`src/rtl/tape_seq_pkg.sv`:
```
package tape_seq_pkg;

    localparam int FIELD_W   = 16;
    localparam int CMD_BYTES = 14;

    localparam logic [7:0] FLG_DATA    = 8'h01;
    localparam logic [7:0] FLG_CMD     = 8'h02;
    localparam logic [7:0] FLG_INIT    = 8'h04;
    localparam logic [7:0] FLG_CONT    = 8'h10;
    localparam logic [7:0] OPC_READ    = 8'h02;
    localparam logic [7:0] OPC_WRITE   = 8'h03;
    localparam logic [7:0] CMD_MSG_LEN = 8'd10;
    localparam logic [7:0] MOD_VERIFY  = 8'h01;

    typedef enum logic [3:0] {
        ST_BREAK,
        ST_INITF,
        ST_INITW,
        ST_IDLE,
        ST_CMD,
        ST_WWAIT,
        ST_DHDR,
        ST_DDAT,
        ST_DCHK,
        ST_RECV
    } seq_state_e;

endpackage

```
`src/rtl/tape_cmd_fmt.sv`:
```
module tape_cmd_fmt
    import tape_seq_pkg::*;
(
    input  logic [3:0]         idx,
    input  logic [7:0]         opcode,
    input  logic [7:0]         modifier,
    input  logic [7:0]         unit,
    input  logic [FIELD_W-1:0] count,
    input  logic [FIELD_W-1:0] block,
    input  logic [FIELD_W-1:0] sum,
    output logic [7:0]         pkt_byte
);

    logic [7:0] frame [CMD_BYTES];

    // Byte order on the line; multi-byte fields low byte first.
    assign frame[0]  = FLG_CMD;
    assign frame[1]  = CMD_MSG_LEN;
    assign frame[2]  = opcode;
    assign frame[3]  = modifier;
    assign frame[4]  = unit;
    assign frame[5]  = 8'h00;          // switches
    assign frame[6]  = 8'h00;          // sequence low
    assign frame[7]  = 8'h00;          // sequence high
    assign frame[8]  = count[7:0];
    assign frame[9]  = count[15:8];
    assign frame[10] = block[7:0];
    assign frame[11] = block[15:8];
    assign frame[12] = sum[7:0];
    assign frame[13] = sum[15:8];

    always_comb begin
        pkt_byte = 8'h00;
        if (int'(idx) < CMD_BYTES) begin
            pkt_byte = frame[idx];
        end
    end

endmodule

```
`src/rtl/tape_chunk_ctr.sv`:
```
module tape_chunk_ctr #(
    parameter int CNT_W  = 16,
    parameter int ADDR_W = 16,
    parameter int CHUNK  = 128,
    parameter int LEN_W  = $clog2(CHUNK + 1)
) (
    input  logic              clk,
    input  logic              rst_n,
    input  logic              load,
    input  logic [CNT_W-1:0]  load_count,
    input  logic              open,
    input  logic              step,
    input  logic              close,
    output logic [ADDR_W-1:0] addr,
    output logic [LEN_W-1:0]  len,
    output logic              last_byte,
    output logic              last_chunk
);

    localparam logic [CNT_W-1:0] CHUNK_C = CNT_W'(CHUNK);

    logic [CNT_W-1:0] rem;
    logic [LEN_W-1:0] left;
    logic [LEN_W-1:0] len_next;

    assign len_next   = (rem >= CHUNK_C) ? LEN_W'(CHUNK) : LEN_W'(rem);
    assign last_byte  = (left == LEN_W'(1));
    assign last_chunk = (rem == CNT_W'(len));

    always_ff @(posedge clk) begin
        if (!rst_n) begin
            rem  <= '0;
            addr <= '0;
            len  <= '0;
            left <= '0;
        end else if (load) begin
            rem  <= load_count;
            addr <= '0;
        end else begin
            if (open) begin
                len  <= len_next;
                left <= len_next;
            end
            if (step) begin
                addr <= addr + ADDR_W'(1);
                left <= left - LEN_W'(1);
            end
            if (close) begin
                rem <= rem - CNT_W'(len);
            end
        end
    end

endmodule

```
`src/rtl/tape_stall_timer.sv`:
```
module tape_stall_timer #(
    parameter int LIMIT = 40
) (
    input  logic clk,
    input  logic rst_n,
    input  logic run,
    input  logic clear,
    input  logic tick,
    output logic hit
);

    localparam int CW = $clog2(LIMIT + 1);

    logic [CW-1:0] cnt;

    assign hit = run && !clear && tick && (cnt == CW'(LIMIT - 1));

    always_ff @(posedge clk) begin
        if (!rst_n) begin
            cnt <= '0;
        end else if (!run || clear || hit) begin
            cnt <= '0;
        end else if (tick) begin
            cnt <= cnt + CW'(1);
        end
    end

endmodule

```
`src/rtl/tape_host_seq.sv`:
```
module tape_host_seq
    import tape_seq_pkg::*;
#(
    parameter int ADDR_W      = 16,
    parameter int MAX_BLOCKS  = 512,
    parameter int CHUNK       = 128,
    parameter int STALL_TICKS = 40
) (
    input  logic               clk,
    input  logic               rst_n,
    input  logic               tick,
    input  logic               req_valid,
    output logic               req_ready,
    input  logic               req_write,
    input  logic               req_verify,
    input  logic [7:0]         req_unit,
    input  logic [FIELD_W-1:0] req_block,
    input  logic [FIELD_W-1:0] req_count,
    output logic [7:0]         tx_data,
    output logic               tx_valid,
    input  logic               tx_ready,
    output logic               tx_break,
    input  logic [7:0]         rx_byte,
    input  logic               rx_strobe,
    output logic [ADDR_W-1:0]  buf_addr,
    input  logic [7:0]         buf_rdata,
    input  logic [FIELD_W-1:0] sum_in,
    output logic               recv_en,
    input  logic               recv_fin,
    input  logic               recv_fail,
    output logic               done,
    output logic               error
);

    localparam int LEN_W = $clog2(CHUNK + 1);
    localparam logic [FIELD_W-1:0] BLK_LIMIT = FIELD_W'(MAX_BLOCKS);
    localparam logic [3:0] CMD_LAST = 4'(CMD_BYTES - 1);

    seq_state_e state, state_n;
    logic [3:0] idx, idx_n;

    logic               r_write;
    logic [7:0]         r_mod;
    logic [7:0]         r_unit;
    logic [FIELD_W-1:0] r_block;
    logic [FIELD_W-1:0] r_count;
    logic               retried;

    logic load_req, ld_chunk, open_chunk, step_chunk, close_chunk;
    logic retry_set, done_n, err_n;
    logic tx_fire, pair_end, stall_hit, waiting;

    logic [LEN_W-1:0] chunk_len;
    logic             chunk_last_byte, chunk_last;
    logic [7:0]       cmd_byte;

    assign tx_fire  = tx_valid && tx_ready;
    assign pair_end = (idx == 4'd1);
    assign waiting  = (state == ST_INITW) || (state == ST_WWAIT) || (state == ST_RECV);

    tape_cmd_fmt u_fmt (
        .idx      (idx),
        .opcode   (r_write ? OPC_WRITE : OPC_READ),
        .modifier (r_mod),
        .unit     (r_unit),
        .count    (r_count),
        .block    (r_block),
        .sum      (sum_in),
        .pkt_byte (cmd_byte)
    );

    tape_chunk_ctr #(
        .CNT_W  (FIELD_W),
        .ADDR_W (ADDR_W),
        .CHUNK  (CHUNK),
        .LEN_W  (LEN_W)
    ) u_chunk (
        .clk        (clk),
        .rst_n      (rst_n),
        .load       (ld_chunk),
        .load_count ((state == ST_IDLE) ? req_count : r_count),
        .open       (open_chunk),
        .step       (step_chunk),
        .close      (close_chunk),
        .addr       (buf_addr),
        .len        (chunk_len),
        .last_byte  (chunk_last_byte),
        .last_chunk (chunk_last)
    );

    tape_stall_timer #(
        .LIMIT (STALL_TICKS)
    ) u_stall (
        .clk   (clk),
        .rst_n (rst_n),
        .run   (waiting),
        .clear (rx_strobe),
        .tick  (tick),
        .hit   (stall_hit)
    );

    // Next state and datapath control
    always_comb begin
        state_n     = state;
        idx_n       = idx;
        load_req    = 1'b0;
        ld_chunk    = 1'b0;
        open_chunk  = 1'b0;
        step_chunk  = 1'b0;
        close_chunk = 1'b0;
        retry_set   = 1'b0;
        done_n      = 1'b0;
        err_n       = 1'b0;
        unique case (state)
            ST_BREAK: begin
                if (tx_fire) begin
                    if (pair_end) begin
                        state_n = ST_INITF;
                        idx_n   = '0;
                    end else begin
                        idx_n = idx + 4'd1;
                    end
                end
            end
            ST_INITF: begin
                if (tx_fire) begin
                    if (pair_end) begin
                        state_n = ST_INITW;
                        idx_n   = '0;
                    end else begin
                        idx_n = idx + 4'd1;
                    end
                end
            end
            ST_INITW: begin
                if (rx_strobe) begin
                    state_n = (rx_byte == FLG_CONT) ? ST_IDLE : ST_BREAK;
                    idx_n   = '0;
                end else if (stall_hit) begin
                    state_n = ST_BREAK;
                    idx_n   = '0;
                end
            end
            ST_IDLE: begin
                if (req_valid) begin
                    if (req_block >= BLK_LIMIT) begin
                        done_n = 1'b1;
                        err_n  = 1'b1;
                    end else begin
                        load_req = 1'b1;
                        ld_chunk = 1'b1;
                        state_n  = ST_CMD;
                        idx_n    = '0;
                    end
                end
            end
            ST_CMD: begin
                if (tx_fire) begin
                    if (idx == CMD_LAST) begin
                        idx_n   = '0;
                        state_n = (r_write && (r_count != '0)) ? ST_WWAIT : ST_RECV;
                    end else begin
                        idx_n = idx + 4'd1;
                    end
                end
            end
            ST_WWAIT: begin
                if (rx_strobe) begin
                    idx_n = '0;
                    if (rx_byte == FLG_CONT) begin
                        open_chunk = 1'b1;
                        state_n    = ST_DHDR;
                    end else if (rx_byte == FLG_CMD) begin
                        state_n = ST_RECV;
                    end else begin
                        done_n  = 1'b1;
                        err_n   = 1'b1;
                        state_n = ST_BREAK;
                    end
                end else if (stall_hit) begin
                    idx_n = '0;
                    if (!retried) begin
                        retry_set = 1'b1;
                        ld_chunk  = 1'b1;
                        state_n   = ST_CMD;
                    end else begin
                        done_n  = 1'b1;
                        err_n   = 1'b1;
                        state_n = ST_IDLE;
                    end
                end
            end
            ST_DHDR: begin
                if (tx_fire) begin
                    if (pair_end) begin
                        state_n = ST_DDAT;
                        idx_n   = '0;
                    end else begin
                        idx_n = idx + 4'd1;
                    end
                end
            end
            ST_DDAT: begin
                if (tx_fire) begin
                    step_chunk = 1'b1;
                    if (chunk_last_byte) begin
                        state_n = ST_DCHK;
                    end
                end
            end
            ST_DCHK: begin
                if (tx_fire) begin
                    if (pair_end) begin
                        close_chunk = 1'b1;
                        idx_n       = '0;
                        state_n     = chunk_last ? ST_RECV : ST_WWAIT;
                    end else begin
                        idx_n = idx + 4'd1;
                    end
                end
            end
            ST_RECV: begin
                if (recv_fin) begin
                    done_n  = 1'b1;
                    err_n   = recv_fail;
                    state_n = ST_IDLE;
                end else if (stall_hit) begin
                    idx_n = '0;
                    if (!retried) begin
                        retry_set = 1'b1;
                        ld_chunk  = 1'b1;
                        state_n   = ST_CMD;
                    end else begin
                        done_n  = 1'b1;
                        err_n   = 1'b1;
                        state_n = ST_IDLE;
                    end
                end
            end
            default: begin
                state_n = ST_BREAK;
                idx_n   = '0;
            end
        endcase
    end

    // Line-side outputs
    always_comb begin
        tx_valid  = 1'b0;
        tx_data   = 8'h00;
        tx_break  = 1'b0;
        req_ready = 1'b0;
        recv_en   = 1'b0;
        unique case (state)
            ST_BREAK: begin
                tx_valid = 1'b1;
                tx_break = 1'b1;
            end
            ST_INITF: begin
                tx_valid = 1'b1;
                tx_data  = FLG_INIT;
            end
            ST_INITW, ST_WWAIT: begin
            end
            ST_IDLE: begin
                req_ready = 1'b1;
            end
            ST_CMD: begin
                tx_valid = 1'b1;
                tx_data  = cmd_byte;
            end
            ST_DHDR: begin
                tx_valid = 1'b1;
                tx_data  = (idx == 4'd0) ? FLG_DATA : 8'(chunk_len);
            end
            ST_DDAT: begin
                tx_valid = 1'b1;
                tx_data  = buf_rdata;
            end
            ST_DCHK: begin
                tx_valid = 1'b1;
                tx_data  = (idx == 4'd0) ? sum_in[7:0] : sum_in[15:8];
            end
            ST_RECV: begin
                recv_en = 1'b1;
            end
            default: begin
            end
        endcase
    end

    // State register and request latch
    always_ff @(posedge clk) begin
        if (!rst_n) begin
            state   <= ST_BREAK;
            idx     <= '0;
            r_write <= 1'b0;
            r_mod   <= '0;
            r_unit  <= '0;
            r_block <= '0;
            r_count <= '0;
            retried <= 1'b0;
            done    <= 1'b0;
            error   <= 1'b0;
        end else begin
            state <= state_n;
            idx   <= idx_n;
            done  <= done_n;
            error <= err_n;
            if (load_req) begin
                r_write <= req_write;
                r_mod   <= (req_write && req_verify) ? MOD_VERIFY : 8'h00;
                r_unit  <= req_unit;
                r_block <= req_block;
                r_count <= req_count;
                retried <= 1'b0;
            end else if (retry_set) begin
                retried <= 1'b1;
            end
        end
    end

endmodule

```
`config.mk`:
```
export PLATFORM = sky130hd
export DESIGN_NAME = tape_host_seq
export DESIGN_NICKNAME = d
export VERILOG_FILES = /design/src/rtl/tape_seq_pkg.sv /design/src/rtl/tape_cmd_fmt.sv /design/src/rtl/tape_chunk_ctr.sv /design/src/rtl/tape_stall_timer.sv /design/src/rtl/tape_host_seq.sv
export SDC_FILE = /design/constraint.sdc
export NUM_CORES = 1
export LEC_CHECK = 0
export ABC_AREA = 1
export BUFFER_PORTS_ARGS = -buffer_cell sky130_fd_sc_hd__buf_2
export CAP_MARGIN = 25
export CORE_MARGIN = 2
export CORE_UTILIZATION = 57
export DETAILED_ROUTE_END_ITERATION = 7
export PLACE_DENSITY = 0.79
export SLEW_MARGIN = 20
export SYNTH_ARGS = -nofsm -noshare
export SYNTH_HDL_FRONTEND = slang
export SYNTH_SLANG_ARGS = --single-unit
```
`constraint.sdc`:
```
create_clock -name clk -period 2.25 [get_ports clk]
set_clock_uncertainty 0.05 [all_clocks]
set_input_delay 0.1125 -clock clk [delete_from_list [all_inputs] [get_ports clk]]
set_output_delay 0.1125 -clock clk [all_outputs]
set_load 0.02 [all_outputs]
```
# After elaboration in Yosys (flattened, before gate mapping)
# Cells that the tools add are included.
# totals
ff_bits	114
out_inout_bits	30
# classes
add_sub_neg	5
order_cmp	4
eq_ne	33
mux	83
n_bitwise	4
n_reduce_logical	27
# ops
cell	count
2-to-1 mux 4 bit	32
2-to-1 mux 8 bit	8
2-to-1 mux 16 bit	3
case mux 4 bit (10 select lines)	1
case mux 8 bit (5 select lines)	1
binary-select mux 8 bit (select 4 bit)	1
2-to-1 mux 1 bit	30
inequality test 2 bit (second input constant)	15
case mux 4 bit (6 select lines)	1
adder 16 x 1 -> 16 bit (second input constant)	1
== test 16 x 8 -> 1 bit	1
== test 4 x 3 -> 1 bit (second input constant)	4
>= comparator 16 x 10 -> 1 bit (second input constant)	1
>= comparator 16 x 8 -> 1 bit (second input constant)	1
nonzero test 16 bit	1
subtractor 16 x 8 -> 16 bit	1
AND reduction 15 bit	1
== test 4 bit (second input constant)	3
case mux 1 bit (3 select lines)	3
== test 4 x 1 -> 1 bit (second input constant)	2
== test 4 x 2 -> 1 bit (second input constant)	2
== test 8 x 1 -> 1 bit (second input constant)	1
== test 8 x 2 -> 1 bit (second input constant)	1
== test 8 x 5 -> 1 bit (second input constant)	1
other kinds (23)	40

# Depth between registers and ports, before layout
# depth
word_depth	11
ltp_mapped	15
ltp_nobuf	14

# Cells and area by module
# A second synthesis with hierarchy kept.
# hier_totals
hier_cells	1185
hier_area_um2	7179.4
# by_module_without_submodules
module	n_inst	cells_each	area_each_um2	seq_area_each_um2
tape_host_seq	1	514	3138.0	1061.0
tape_chunk_ctr	1	431	2902.8	960.9
tape_cmd_fmt	1	194	812.0	0.0
tape_stall_timer	1	46	326.6	120.1

# Worst setup path after synthesis
# No wires, ideal clock.
# synth_path
path_kind	reg-to-output
from	register idx[0]
to	output port tx_data[1]
t_arrival_ns	2.139
path_slack_ns	-0.051
path_stages_with_launch	11
n_path_buf	3
cell_sequence	dfxtp_1 clkbuf_1 inv_1 clkbuf_1 buf_1 ha_1 nand2_1 inv_1 nor2_1 inv_1 o2111ai_1
# synth_via
elab_chain_cells	6
# synth_rtl
element	line	source
from (decl)	tape_host_seq.sv:40	logic [3:0] idx, idx_n;
from (signal assigned)	tape_host_seq.sv:307	idx <= idx_n;
inverter 4 -> 5 bit (not written as such)	tape_cmd_fmt.sv:35	pkt_byte = frame[idx];
binary-select mux 8 bit (select 4 bit)	tape_cmd_fmt.sv:35	
2-to-1 mux 8 bit (not written as such) (2 in series)	tape_cmd_fmt.sv:35	
2-to-1 mux 8 bit	tape_cmd_fmt.sv:34	if (int'(idx) < CMD_BYTES) begin
case mux 8 bit (5 select lines) *	tape_host_seq.sv:254	unique case (state)
to (decl)	tape_host_seq.sv:19	output logic [7:0] tx_data,
# Mark *: on every way between the ends. The rest lies on a longest branch, timed or not. The select of a mux whose other input is x is not followed.

# Worst setup path after layout
# layout_path
from	register state[0]
to	output port tx_data[1]
# layout_via
elab_chain_cells	2
# layout_rtl
element	line	source
from (decl)	tape_host_seq.sv:39	seq_state_e state, state_n;
from (signal assigned)	tape_host_seq.sv:306	state <= state_n;
== test 4 bit (tied with other cells)	tape_host_seq.sv:254	
case mux 8 bit (5 select lines) *	tape_host_seq.sv:254	
# Mark *: on every way between the ends. The rest lies on a longest branch, timed or not.

==> out/metrics.yaml <==
sta:
  relSlewSlack_pct: 57.2
  tightest_slew_ps: 641
  hold_slack_ps: 2.88
  hold_viol_final: 0
  finalSetupTns_ps: 0
  slew_violations: 0
  grt_setup_unrepaired: "yes"
  finalSetupViolations: 0
  min_period_ps: 2170
  setup_ws_ps: 82.9
  fmax_mhz: 461
  finalCritPeriodShare_pct: 96.3
global_route:
  grt_pass1_wl_um: 32800
  grt_max_degree: 41
  grt.total_usage_pct: 32.6
  grt-ovfl-total: 0
  antenna_found_initial: 0
  grt_pass1_vias: 6774
route:
  vias_per_cell: 5.70
  wl_um: 20200
  drcViolationCount: 0
  dr.first_iter.drc_count: 658
  drtAntennaViolNets: 0
  drt_first_pass_iters: 5
  vias: 7272
  wl_per_cell_um: 15.9
clocking:
  clock_path_buffers: 2
  cts.sinks: 107
  clk_latency_ps: 360
  cts.reportedPaths.clkPinSlew_ps: 70
  post-cts-setup-buffer-count: 0
  cts_tree: "done"
  ctsHtreeMaxLevel: 3
  cts-buffers-inserted: 9
  cts_root_buf: "clkbuf_16"
die:
  initial_core_util_pct: 58.2
  die_w_um: 112
  io_pins: 112
  die_y_um: 112
  dieArea_mm2: 0.0125
  core_area_mm2: 0.0114
  row_count: 39
layout:
  nNetsFinal: 1227
  antenna_cells: 0
  regArea_mm2: 0.00215
  syn2layout_area_growth_pct: 20.4
  multi_input_area_mm2: 0.00390
  drive_gt1_share_pct: 19.5
  final.fill_count: 1002
  final_util_pct: 70.1
logic_synthesis:
  async_flop_share_pct: 0
  ys_types: 51
  syn_area_per_cell_um2: 6.72
  syn_area_mm2: 0.00665
  ys_seq_elements: 107
  yosysWarningCount: 0
  synth_edf_count: 0
  yosysSeqAreaShare_pct: 32.2
  synthCells: 989
  syn_nets: 1088
  ys.flop_type: "dfxtp_1"
setup_path:
  worstPathRequired_ps: 2090
  regToRegSetupSlack_ps: 190
  critPathMaxFanout: 7
  cp.arrival_ps: 2000
  worst-setup-path-type: "reg2out"
  crit_path_start_kind: "flip-flop"
  end_kind: "output port"
power:
  irDropWorstVdd_mv: 0.735
  power_density_mw_per_mm2: 587
  power_mw: 4.70
  leakage_nw: 3.60
status:
  status: "complete, no violations"
job:
  drv_cap: 0
place:
  hpwl_um: 15000
  io_buffer_count: 111
  gp_congestion: 1.02
  place_ws_ps: 146
hold_path:
  hp-class: "in2reg"
-- routing by layer --
layer | track usage, % | up-vias | wire [um] | part of all wire [%]
met2 | 51.4 | 318 | 8990 | 44
met1 | 42.6 | 3297 | 8860 | 44
met3 | 6.86 | 74 | 1400 | 6.9
met4 | 15.7 | 0 | 983 | 4.9
li1 | - | 3583 | - | -
met5 | 0 | - | 0 | 0
-- path summary, 6_finish.rpt --
path / start / cells past startpoint / end
worst max register to register: state[3]$_SDFFE_PN0P_ / 8 / u_chunk.rem[9]$_SDFFE_PN0P_
worst min register to register: r_block[14]$_SDFFE_PN0P_ / 2 / r_block[14]$_SDFFE_PN0P_
worst max-delay path: state[0]$_SDFFE_PN0P_ / 8 / tx_data[1]
worst min-delay path: req_block[3] / 3 / r_block[3]$_SDFFE_PN0P_
-- synthesized netlist by cell type, types with 6 or more instances --
cell,n,area (um^2)
xnor2_1,7,61.3
o21ai_0,97,485
o32ai_1,16,140
nor2_1,123,462
ha_1,16,200
o21ai_1,7,35.0
nand2_1,194,728
a21oi_1,73,365
nand2_2,9,56.3
nor3_1,12,60.1
nand4_1,25,156
xor2_1,17,149
dfxtp_1,107,2140
clkbuf_1,21,78.8
o211ai_1,9,67.6
nand3_1,43,215
inv_2,12,45.0
o221ai_1,8,70.1
inv_1,112,420
a31oi_1,6,37.5
-- kinds of logic after synthesis --
kind of cell	count (synthesis)	synth area share, %
and+or+nand+nor	440	30.6
AOI/OAI and AO/OA	241	20.9
buffers and inverters	159	9.58
DFF	107	32.2
xor gates and xnor gates	24	3.16
adders and majority gates	17	3.31
muxes	1	0.151
-- where the power goes --
part	internal [mW]	total [mW]	switching, mW	leakage, nW
Sequential	1.92	1.95	0.0359	0.863
Clock	0.784	1.59	0.805	0.144
Combinational	0.404	1.15	0.750	2.59
-- registers in the layout, indices dropped and copies added, names as in the netlist --
signal	cells
done	1
r_count	16
u_chunk.addr	16
u_stall.cnt	6
u_chunk.rem	16
r_write	1
idx	4
state	4
retried	1
u_chunk.left	8
u_chunk.len	8
r_unit	8
r_block	16
error	1
r_mod	1
-- layout by cell type (no fill, tap or decap), types with 3 or more instances in the layout --
| cell type | Yosys | final |
|---|---|---|
| clkbuf_16 | 0 | 9 |
| inv_2 | 12 | 14 |
| nand3_1 | 43 | 42 |
| nor2_2 | 5 | 8 |
| o32ai_1 | 16 | 16 |
| nand2_1 | 194 | 191 |
| a22oi_1 | 5 | 5 |
| xor2_1 | 17 | 17 |
| inv_1 | 112 | 110 |
| nand4_1 | 25 | 25 |
| o21ai_0 | 97 | 96 |
| nor2_4 | 5 | 6 |
| buf_4 | 1 | 29 |
| a21oi_1 | 73 | 72 |
| o2111ai_1 | 4 | 4 |
| nor3_1 | 12 | 12 |
| o21ai_1 | 7 | 8 |
| o221ai_1 | 8 | 8 |
| o211ai_1 | 9 | 9 |
| buf_2 | 5 | 111 |
| nand2_2 | 9 | 12 |
| o22ai_1 | 3 | 3 |
| nand2_4 | 4 | 4 |
| o21bai_1 | 3 | 3 |
| a31oi_1 | 6 | 6 |
| dlygate4sd3_1 | 0 | 21 |
| a211oi_1 | 5 | 5 |
| ha_1 | 16 | 14 |
| xnor2_1 | 7 | 7 |
| nor2_1 | 123 | 119 |
| nand3b_1 | 3 | 3 |
| dfxtp_2 | 0 | 3 |
| nand3_2 | 2 | 3 |
| dfxtp_1 | 107 | 104 |
-- worst max-delay path, cell delays in order, from the launching register on --
cell and delay [ps]:
dfxtp_1 380, nor2_1 200, nand2_1 120, nor2_2 230, inv_2 140, nor2_1 110
o21ai_0 110, o2111ai_1 150, buf_2 210
-- cell type report --
type,count,area share [%]
Clock buffer,9,2.82
Timing Repair Buffer,162,12.5
Sequential cell,107,26.8
Clock inverter,7,0.923
Tap cell,143,2.24
Multi-Input combinational cell,723,48.8
Inverter,125,5.86
-- per-stage QoR --
stage,cells,cell area (um^2)
after floorplan,989,6650
after global placement,1239,7450
after CTS,1276,7970
after detailed placement,1239,7450
after global routing,1276,8000
final,1276,8000
-- repair_timing --
action,4_1_cts,5_1_grt
pin swaps,0,1
gates resized for setup,4,14
endpoints found under the hold margin,21,0
endpoints found under the setup margin,5,12
hold buffers,21,0
(Power assumes the default switching activity.)
